## src/rtl/lmac_pkg.sv

```systemverilog
`timescale 1ns/1ps
package lmac_pkg;
  parameter int unsigned DW = 32;   // data width
  parameter int unsigned IW = 32;   // instruction width
  parameter int unsigned RW = 4;    // register index width

  localparam int unsigned HI_POS  = 16;
  localparam int unsigned LO_POS  = 12;
  localparam int unsigned RS_POS  = 8;
  localparam int unsigned RM_POS  = 0;
  localparam int unsigned SGN_BIT = 22;
  localparam int unsigned ACC_BIT = 21;
  localparam logic [RW-1:0] BAD_IDX = '1;

  typedef struct packed {
    logic [RW-1:0] hi;
    logic [RW-1:0] lo;
    logic [RW-1:0] rs;
    logic [RW-1:0] rm;
    logic          sgn;
    logic          acc_en;
  } lmac_fields_t;

  function automatic lmac_fields_t fields_f(input logic [IW-1:0] ins);
    lmac_fields_t f;
    f.hi     = ins[HI_POS +: RW];
    f.lo     = ins[LO_POS +: RW];
    f.rs     = ins[RS_POS +: RW];
    f.rm     = ins[RM_POS +: RW];
    f.sgn    = ins[SGN_BIT];
    f.acc_en = ins[ACC_BIT];
    return f;
  endfunction

  function automatic logic illegal_f(input lmac_fields_t f);
    logic pc_use, alias_use;
    pc_use    = (f.hi == BAD_IDX) || (f.lo == BAD_IDX) ||
                (f.rs == BAD_IDX) || (f.rm == BAD_IDX);
    alias_use = (f.hi == f.rm) || (f.lo == f.rm) || (f.hi == f.lo);
    return pc_use || alias_use;
  endfunction

  function automatic logic [2*DW-1:0] ext_f(input logic [DW-1:0] v, input logic sgn);
    return sgn ? {{DW{v[DW-1]}}, v} : {{DW{1'b0}}, v};
  endfunction

  // one radix-2 step: add (or, for the signed top bit, subtract) the shifted multiplicand
  function automatic logic [2*DW-1:0] step_f(input logic [2*DW-1:0] acc,
                                             input logic [2*DW-1:0] mcand,
                                             input logic            mbit,
                                             input logic            neg);
    if (!mbit)
      return acc;
    return neg ? (acc - mcand) : (acc + mcand);
  endfunction
endpackage

```

## src/rtl/lmac_decode.sv

```systemverilog
`timescale 1ns/1ps
module lmac_decode
  import lmac_pkg::*;
(
  input  logic [IW-1:0] instr,
  output lmac_fields_t  fields,
  output logic          illegal
);
  logic unused_bits;
  assign unused_bits = ^{instr[IW-1:SGN_BIT+1], instr[ACC_BIT-1:HI_POS+RW],
                         instr[RS_POS-1:RM_POS+RW]};
  assign fields  = fields_f(instr);
  assign illegal = illegal_f(fields);
endmodule

```

## src/rtl/lmac_shiftadd.sv

```systemverilog
`timescale 1ns/1ps
module lmac_shiftadd
  import lmac_pkg::*;
#(
  parameter int unsigned W = DW
) (
  input  logic           clk,
  input  logic           rst,
  input  logic           load,
  input  logic           sgn,
  input  logic [W-1:0]   mcand_in,
  input  logic [W-1:0]   mplier_in,
  input  logic [2*W-1:0] init,
  output logic           busy,
  output logic           last,
  output logic [2*W-1:0] product
);
  localparam int unsigned CW = $clog2(W);
  localparam logic [CW-1:0] LAST_CNT = CW'(W-1);

  logic [2*W-1:0] acc_q, mcand_q;
  logic [W-1:0]   mplier_q;
  logic [CW-1:0]  cnt_q;
  logic           busy_q, sgn_q;

  assign last    = busy_q && (cnt_q == LAST_CNT);
  assign busy    = busy_q;
  assign product = acc_q;

  always_ff @(posedge clk) begin
    if (rst) begin
      busy_q   <= 1'b0;
      cnt_q    <= '0;
      sgn_q    <= 1'b0;
      acc_q    <= '0;
      mcand_q  <= '0;
      mplier_q <= '0;
    end else if (load && !busy_q) begin
      busy_q   <= 1'b1;
      cnt_q    <= '0;
      sgn_q    <= sgn;
      acc_q    <= init;
      mcand_q  <= ext_f(mcand_in, sgn);
      mplier_q <= mplier_in;
    end else if (busy_q) begin
      acc_q    <= step_f(acc_q, mcand_q, mplier_q[0], sgn_q && (cnt_q == LAST_CNT));
      mcand_q  <= mcand_q << 1;
      mplier_q <= mplier_q >> 1;
      cnt_q    <= cnt_q + 1'b1;
      if (cnt_q == LAST_CNT)
        busy_q <= 1'b0;
    end
  end
endmodule

```

## src/rtl/lmac_unit.sv

```systemverilog
`timescale 1ns/1ps
module lmac_unit
  import lmac_pkg::*;
(
  input  logic          clk,
  input  logic          rst,
  input  logic          start,
  input  logic [31:0]   instr,
  input  logic [31:0]   rm_val,
  input  logic [31:0]   rs_val,
  input  logic [31:0]   acc_val,
  output logic          busy,
  output logic          done,
  output logic          undef_exc,
  output logic          hi_we,
  output logic [3:0]    hi_idx,
  output logic [31:0]   hi_data,
  output logic          lo_we,
  output logic [3:0]    lo_idx,
  output logic [31:0]   lo_data
);
  lmac_fields_t    fields;
  logic            illegal;
  logic            accept;
  logic            eng_busy, eng_last;
  logic [2*DW-1:0] eng_init, eng_prod;
  logic            done_q, undef_q;
  logic [RW-1:0]   hi_idx_q, lo_idx_q;

  lmac_decode u_dec (
    .instr   (instr),
    .fields  (fields),
    .illegal (illegal)
  );

  assign accept   = start && !eng_busy && !done_q;
  assign eng_init = fields.acc_en ? ext_f(acc_val, fields.sgn) : '0;

  lmac_shiftadd #(.W(DW)) u_eng (
    .clk       (clk),
    .rst       (rst),
    .load      (accept && !illegal),
    .sgn       (fields.sgn),
    .mcand_in  (rm_val),
    .mplier_in (rs_val),
    .init      (eng_init),
    .busy      (eng_busy),
    .last      (eng_last),
    .product   (eng_prod)
  );

  always_ff @(posedge clk) begin
    if (rst) begin
      done_q   <= 1'b0;
      undef_q  <= 1'b0;
      hi_idx_q <= '0;
      lo_idx_q <= '0;
    end else begin
      done_q  <= 1'b0;
      undef_q <= 1'b0;
      if (accept) begin
        hi_idx_q <= fields.hi;
        lo_idx_q <= fields.lo;
        if (illegal) begin
          done_q  <= 1'b1;
          undef_q <= 1'b1;
        end
      end else if (eng_last) begin
        done_q <= 1'b1;
      end
    end
  end

  assign busy      = eng_busy;
  assign done      = done_q;
  assign undef_exc = undef_q;
  assign hi_we     = done_q && !undef_q;
  assign lo_we     = done_q && !undef_q;
  assign hi_idx    = hi_idx_q;
  assign lo_idx    = lo_idx_q;
  assign hi_data   = eng_prod[2*DW-1:DW];
  assign lo_data   = eng_prod[DW-1:0];
endmodule

```

## config.mk

```make
export PLATFORM = sky130hd
export DESIGN_NAME = lmac_unit
export DESIGN_NICKNAME = d
export VERILOG_FILES = /design/src/rtl/lmac_pkg.sv /design/src/rtl/lmac_decode.sv /design/src/rtl/lmac_shiftadd.sv /design/src/rtl/lmac_unit.sv
export SDC_FILE = /design/constraint.sdc
export NUM_CORES = 1
export LEC_CHECK = 0
export ABC_AREA = 1
export BUFFER_PORTS_ARGS = -buffer_cell sky130_fd_sc_hd__buf_2
export CAP_MARGIN = 20
export CORE_UTILIZATION = 60
export CTS_CLUSTER_SIZE = 25
export DETAILED_ROUTE_END_ITERATION = 12
export PLACE_DENSITY = 0.8
export SETUP_SLACK_MARGIN = 0.05
export SLEW_MARGIN = 20
export SYNTH_ARGS = -nofsm -noshare
export SYNTH_HDL_FRONTEND = slang
export SYNTH_SLANG_ARGS = --single-unit
```

## constraint.sdc

```tcl
create_clock -name clk -period 6 [get_ports clk]
set_input_delay 1.2 -clock clk [delete_from_list [all_inputs] [get_ports clk]]
set_output_delay 1.2 -clock clk [all_outputs]
set_load 0.02 [all_outputs]
```

Word-level counts from Yosys, hierarchy flattened
Index checks and enable logic that the tools add are counted.
Word-level totals
  output and inout port bits: 77
  RAM bits: 0
  memories: 0
  bits of input ports: 131
  word-level logic and storage cells: 65
  latch bits: 0
  memory bits (read-only): 0
  register bits after elaboration: 177
Operators by class
  add/sub/neg operators: 3
  eq/ne operators: 9
  reductions and logical operators: 21
  div/mod/pow operators: 0
  $mul: 0
  muxes and demuxes: 21
  bitwise operators: 1
  shifts and indexed selects: 0
  magnitude comparators: 0
Operators with widths (number)
  $mux W64: 9
  $add A64 B64 Y64: 1
  $mux W32: 2
  $sub A64 B64 Y64: 1
  $eq A4 B4 Y1 const B: 4
  $eq A4 B4 Y1: 3
  $mux W1: 10
  $logic_and A1 B1 Y1: 7
  $logic_or A1 B1 Y1: 6
  $add A5 B1 Y5 const B: 1
  $eq A5 B5 Y1 const B: 1
  $logic_not A1 Y1: 4
  $reduce_or A2 Y1: 2
  $ne A3 B1 Y1 const B: 1
  $reduce_and A2 Y1: 1
  $reduce_bool A2 Y1: 1
  $not A1 Y1: 1

Logic depth before layout (Yosys ltp)
  depth in word-level cells: 13
  mapped depth: 26
  depth with buffers taken out: 26

Hierarchy
From an unflattened synthesis, not the netlist that was laid out.
Unflattened totals
  cell total of the unflattened synthesis: 2881
  area, all modules: 16111.7 um^2
By module, submodules not included
  lmac_shiftadd: seq. area each 3343.2 um^2, cells each 2658, area each 14980.6 um^2, instances 1
  lmac_unit: seq. area each 200.2 um^2, cells each 133, area each 715.7 um^2, instances 1
  lmac_decode: seq. area each 0.0 um^2, cells each 90, area each 415.4 um^2, instances 1

Worst setup path before layout
Ideal clock, no wire load.
  path kind: register to register
  start: reg u_eng.cnt_q[0]
  end: reg u_eng.acc_q[57] (netlist: u_eng.product[57])
  period minus slack after synthesis: 3343 ps
  cell stages (with the launch flop): 22
  setup time: 119 ps
  slack: 2657 ps
  arrival: 3223 ps
  path buffers: 2
  required time: 5881 ps
  cell sequence: dfxtp_1 > ha_1 > and3_1 > ha_1 > nand2_1 > inv_1 > clkbuf_1 > clkbuf_1 > nor2_1 > xor2_1 > ha_1 > nand2_1 > nor2_1 > inv_1 > nor3_1 > nand2_1 > nor3_1 > nand2_1 > nand2_1 > nand2_1 > nand3_1 > a21oi_1
On the way
  word-level cells in the longest chain between the ends: 6
RTL lines
  start, declared: line lmac_shiftadd.sv:23  | logic [CW-1:0] cnt_q;
  start signal, assigned: line lmac_shiftadd.sv:49  | cnt_q <= cnt_q + 1'b1;
  $eq A5 B5 Y1: line lmac_shiftadd.sv:46  | acc_q <= step_f(acc_q, mcand_q, mplier_q[0], sgn_q && (cnt_q == LAST_CNT));
  $logic_and A1 B1 Y1: line lmac_shiftadd.sv:46
  $mux W64 (2 in a row): line lmac_pkg.sv:54  | return neg ? (acc - mcand) : (acc + mcand);
  $mux W64: line lmac_shiftadd.sv:45  | end else if (busy_q) begin
  $mux W64: line lmac_shiftadd.sv:38  | end else if (load && !busy_q) begin
  end signal, assigned: line lmac_shiftadd.sv:42  | acc_q <= init;
  end signal, assigned: line lmac_shiftadd.sv:46
  end, declared: line lmac_shiftadd.sv:21  | logic [2*W-1:0] acc_q, mcand_q;
Every way passes these cells. The select of a mux whose other input is x is not followed.
A chain may end at the register's enable or synchronous reset.

Final worst setup path
  start: reg u_eng.mcand_q[0]
  end: reg u_eng.acc_q[63] (netlist: u_eng.product[63])
On the way
  word-level cells in the longest chain between the ends: 5
  elaborated cells on any way between the ends: 6
  classes of those cells: add/sub (2); mux (4)
RTL lines
  start, declared: line lmac_shiftadd.sv:21
  start signal, assigned: line lmac_shiftadd.sv:43  | mcand_q <= ext_f(mcand_in, sgn);
  start signal, assigned: line lmac_shiftadd.sv:47  | mcand_q <= mcand_q << 1;
  $add A64 B64 Y64 or $sub A64 B64 Y64 (tied branches): line lmac_pkg.sv:54
  $mux W64 (*) (2 in a row): line lmac_pkg.sv:54
  $mux W64 (*): line lmac_shiftadd.sv:45
  $mux W64 (*): line lmac_shiftadd.sv:38
Every way passes the cells marked *; elsewhere a longest branch is shown, timed or not. The select of a mux whose other input is x is not followed.

==> metrics.md <==
| Metric | Value |
|---|---|
| Status | completed |
| Worst slew pin tran | between 1 and 1.5 ns |
| Via Count | between 15000 and 20000 |
| Critical Path RT | between 6 and 7 ns |
| CTS Hold Bufs | 0 |
| Routed wire length | just over 50 mm |
| Crit path DAT | roughly 4.7 ns |
| Syn_nets | around 2800 |
| Ports | between 200 and 250 |
| Startpoint Class | register |
| Hold Crit Class | reg -> reg |
| Fraction of layout cells with a size suffix above 1 | 9.38% |
| Most common cell after layout, fill and taps aside | nand2_1 |
| Detail Placement HPWL | around 39 mm |
| Final Wtd Congestion | slightly below 1 |
| Final Util | between 60% and 70% |
| Hold Fails Final Rpt | 0 |
| Chip Width | roughly 160 um |
| Die area | about 0.025 mm2 |
| Asr flop ratio synth | 0% |
| CTS tree | done |
| Rel. slew slack | 29.9% |
| Syn avg cell area | roughly 5.8 um2 |
| Synthesized cell area | roughly 0.015 mm2 |
| # placed instances | roughly 3000 |
| Worst-path clk slew | 0.09 ns |
| Seq cells post-synth | around 180 |
| DRT iter0 DRCs | between 2000 and 2500 |
| Rows | 57 |
| Setup violators final | 0 |
| Number of gates resized after CTS | 0 |
| Synth Flop Type | dfxtp_1 |
| Setup crit end kind | register |
| RSZ-0062 raised after global routing | false |
| Root buf cell | clkbuf_16 |
| Slew Limit Fails | 0 |
| Clk sinks | ~180 |
| Skew final | roughly 0.014 ns |
| H-tree depth | 4 |
| Drt via density | between 5 and 6 |
| CTS buffer count | 17 |
| EDFF count, synth | 0 |
| Synth warn | 0 |
| Critical Path Fanout Max | 5 |
| Total gr overflow | 0 |
| Area leader, netlist | dfxtp_1 |
| Yosys top cell area share | between 20% and 30% |
| Grt peak-use layer | met2 |
| Vias in the first global route | roughly 16000 |
| PortBufs | about 190 |
| Clock Latency Late Sink | 0.45 ns |
| Core Area | ~0.024 mm2 |
| Postcts setup bufs | 0 |
| Met1 Track Usage GR | 53.3% |
| PwrDens | between 300 and 400 mW/mm2 |
| Fin crit share | slightly above 70% |
| Setup TNS | 0 ns |
| Initial antenna violation count | 1 |
| Mapped Cells | approximately 2600 |
| Synth cell types | 42 |
| Total Routing Usage GR | between 30% and 40% |
| First-pass GRT wire length | around 79 mm |
| Fin cells | between 3000 and 4000 |
| WS Path Type | reg -> reg |
| Initial cell density of the core | between 60% and 70% |
| Synth-to-layout area growth | 11.1% |
| Fin nets | 2905 |
| Largest net degree at the start of global routing | 72 |
| Register area share after synthesis | between 20% and 30% |
| Die Y | roughly 160 um |
| Max_cap viols | 0 |
| Worst IR Drop VDD | between 0.2 and 0.25 mV |
| Clk buf depth | 2 |
| DRC Markers | 0 |
| DRT antenna net count | 0 |
| Met3 GRT Util | under 10% |
| Max Fclk | between 200 and 250 MHz |
| Routed wire length per instance | between 15 and 20 um |
| Static leakage | 0.00888 uW |
| Fin crit period | between 4 and 5 ns |
| First-pass DRT Iterations | 6 |
| Synth area leaders | dfxtp_1 24%, nand2_1 21%, inv_1 9.9% |
| Met2 Use GR | 63.2% |
| Highest-count cells in the layout ignoring fill and taps | 824 x nand2_1, 389 x inv_1, 229 x a21oi_1 |
| Worst Hold Slack | around 0.47 ns |
## worst paths after layout
| path | start | to | slack, ns | cells past startpoint |
|---|---|---|---|---|
| setup / recovery | u_eng.mcand_q[0] | u_eng.product[63] | 1.64 | 22 |
| hold / removal | u_eng.mplier_q[4] | u_eng.mplier_q[4] | 0.47 | 2 |
| setup reg to reg | u_eng.mcand_q[0] | u_eng.product[63] | 1.64 | 22 |
| hold reg to reg | u_eng.mplier_q[4] | u_eng.mplier_q[4] | 0.47 | 2 |
## registers in the layout, summed over array words and instances, names as in the netlist
name and cells:
u_eng.mcand_q 64, u_eng.sgn_q 1, u_eng.busy 1, u_eng.mplier_q 32
hi_idx 4, undef_exc 1, u_eng.product 64, done 1
u_eng.cnt_q 5, lo_idx 4
## metrics by stage
step	worst slack, ns	total power [uW]	area, um2
floorplan	2.66	3230	14800
global placement	1.88	3910	15900
detailed placement	1.81	3960	15900
CTS	1.79	5110	16500
global route	1.31	5500	16500
finish	1.64	5200	16500
## layer usage
layer,up-vias,wire (um)
met1,7881,21900
li1,8442,-
met5,-,0
met3,109,4550
met2,883,22500
met4,0,1840
## final cells by class
type,count,area (um2)
multi-input combinational,1912,9420
fill,2315,7770
sequential,177,3540
inverter,397,1490
timing repair buffer,202,1030
clock buffer,19,443
tap,324,405
clock inverter,13,138
antenna,1,2.50
## logic make-up after synthesis
| family | after synthesis | synth area share [%] |
|---|---|---|
| AOI/OAI and AO/OA | 505 | 18.1 |
| xor gates and xnor gates | 91 | 5.38 |
| adders and majority gates | 67 | 5.71 |
| buffers and inverters | 482 | 12.6 |
| DFF | 177 | 23.9 |
| and+or+nand+nor | 1249 | 34.3 |
## critical path, stage by stage (launching register included)
cell and delay [ns]:
dfxtp_1 0.36, inv_1 0.11, ha_1 0.18, nand3_1 0.21, nor2_2 0.20, inv_1 0.12
nor2_2 0.15, nand3_1 0.21, nor3_1 0.34, nor2_1 0.09, xor2_1 0.18, ha_1 0.38
nand2_1 0.12, nor2_1 0.26, inv_1 0.10, nor2_1 0.22, a21oi_1 0.11, nand2_1 0.29
nand2_1 0.24, nand2_1 0.12, nand2_1 0.06, nand3_1 0.08, a21oi_1 0.07
## Yosys cell counts (all sizes together), types with 30 or more instances
master	count
nor2	233
a21oi	229
ha	66
o21ai	206
xor2	82
nand3	93
nand2	826
clkbuf	58
dfxtp	177
nand4	30
a22oi	32
inv	397
## where the power goes
group          internal, uW  leakage, uW  switching, uW
Combinational           792      0.00714           1740
Sequential             1330      0.00145            174
Clock                   569     0.000283            594
Total                  2690      0.00888           2510
(Power assumes the default switching activity.)
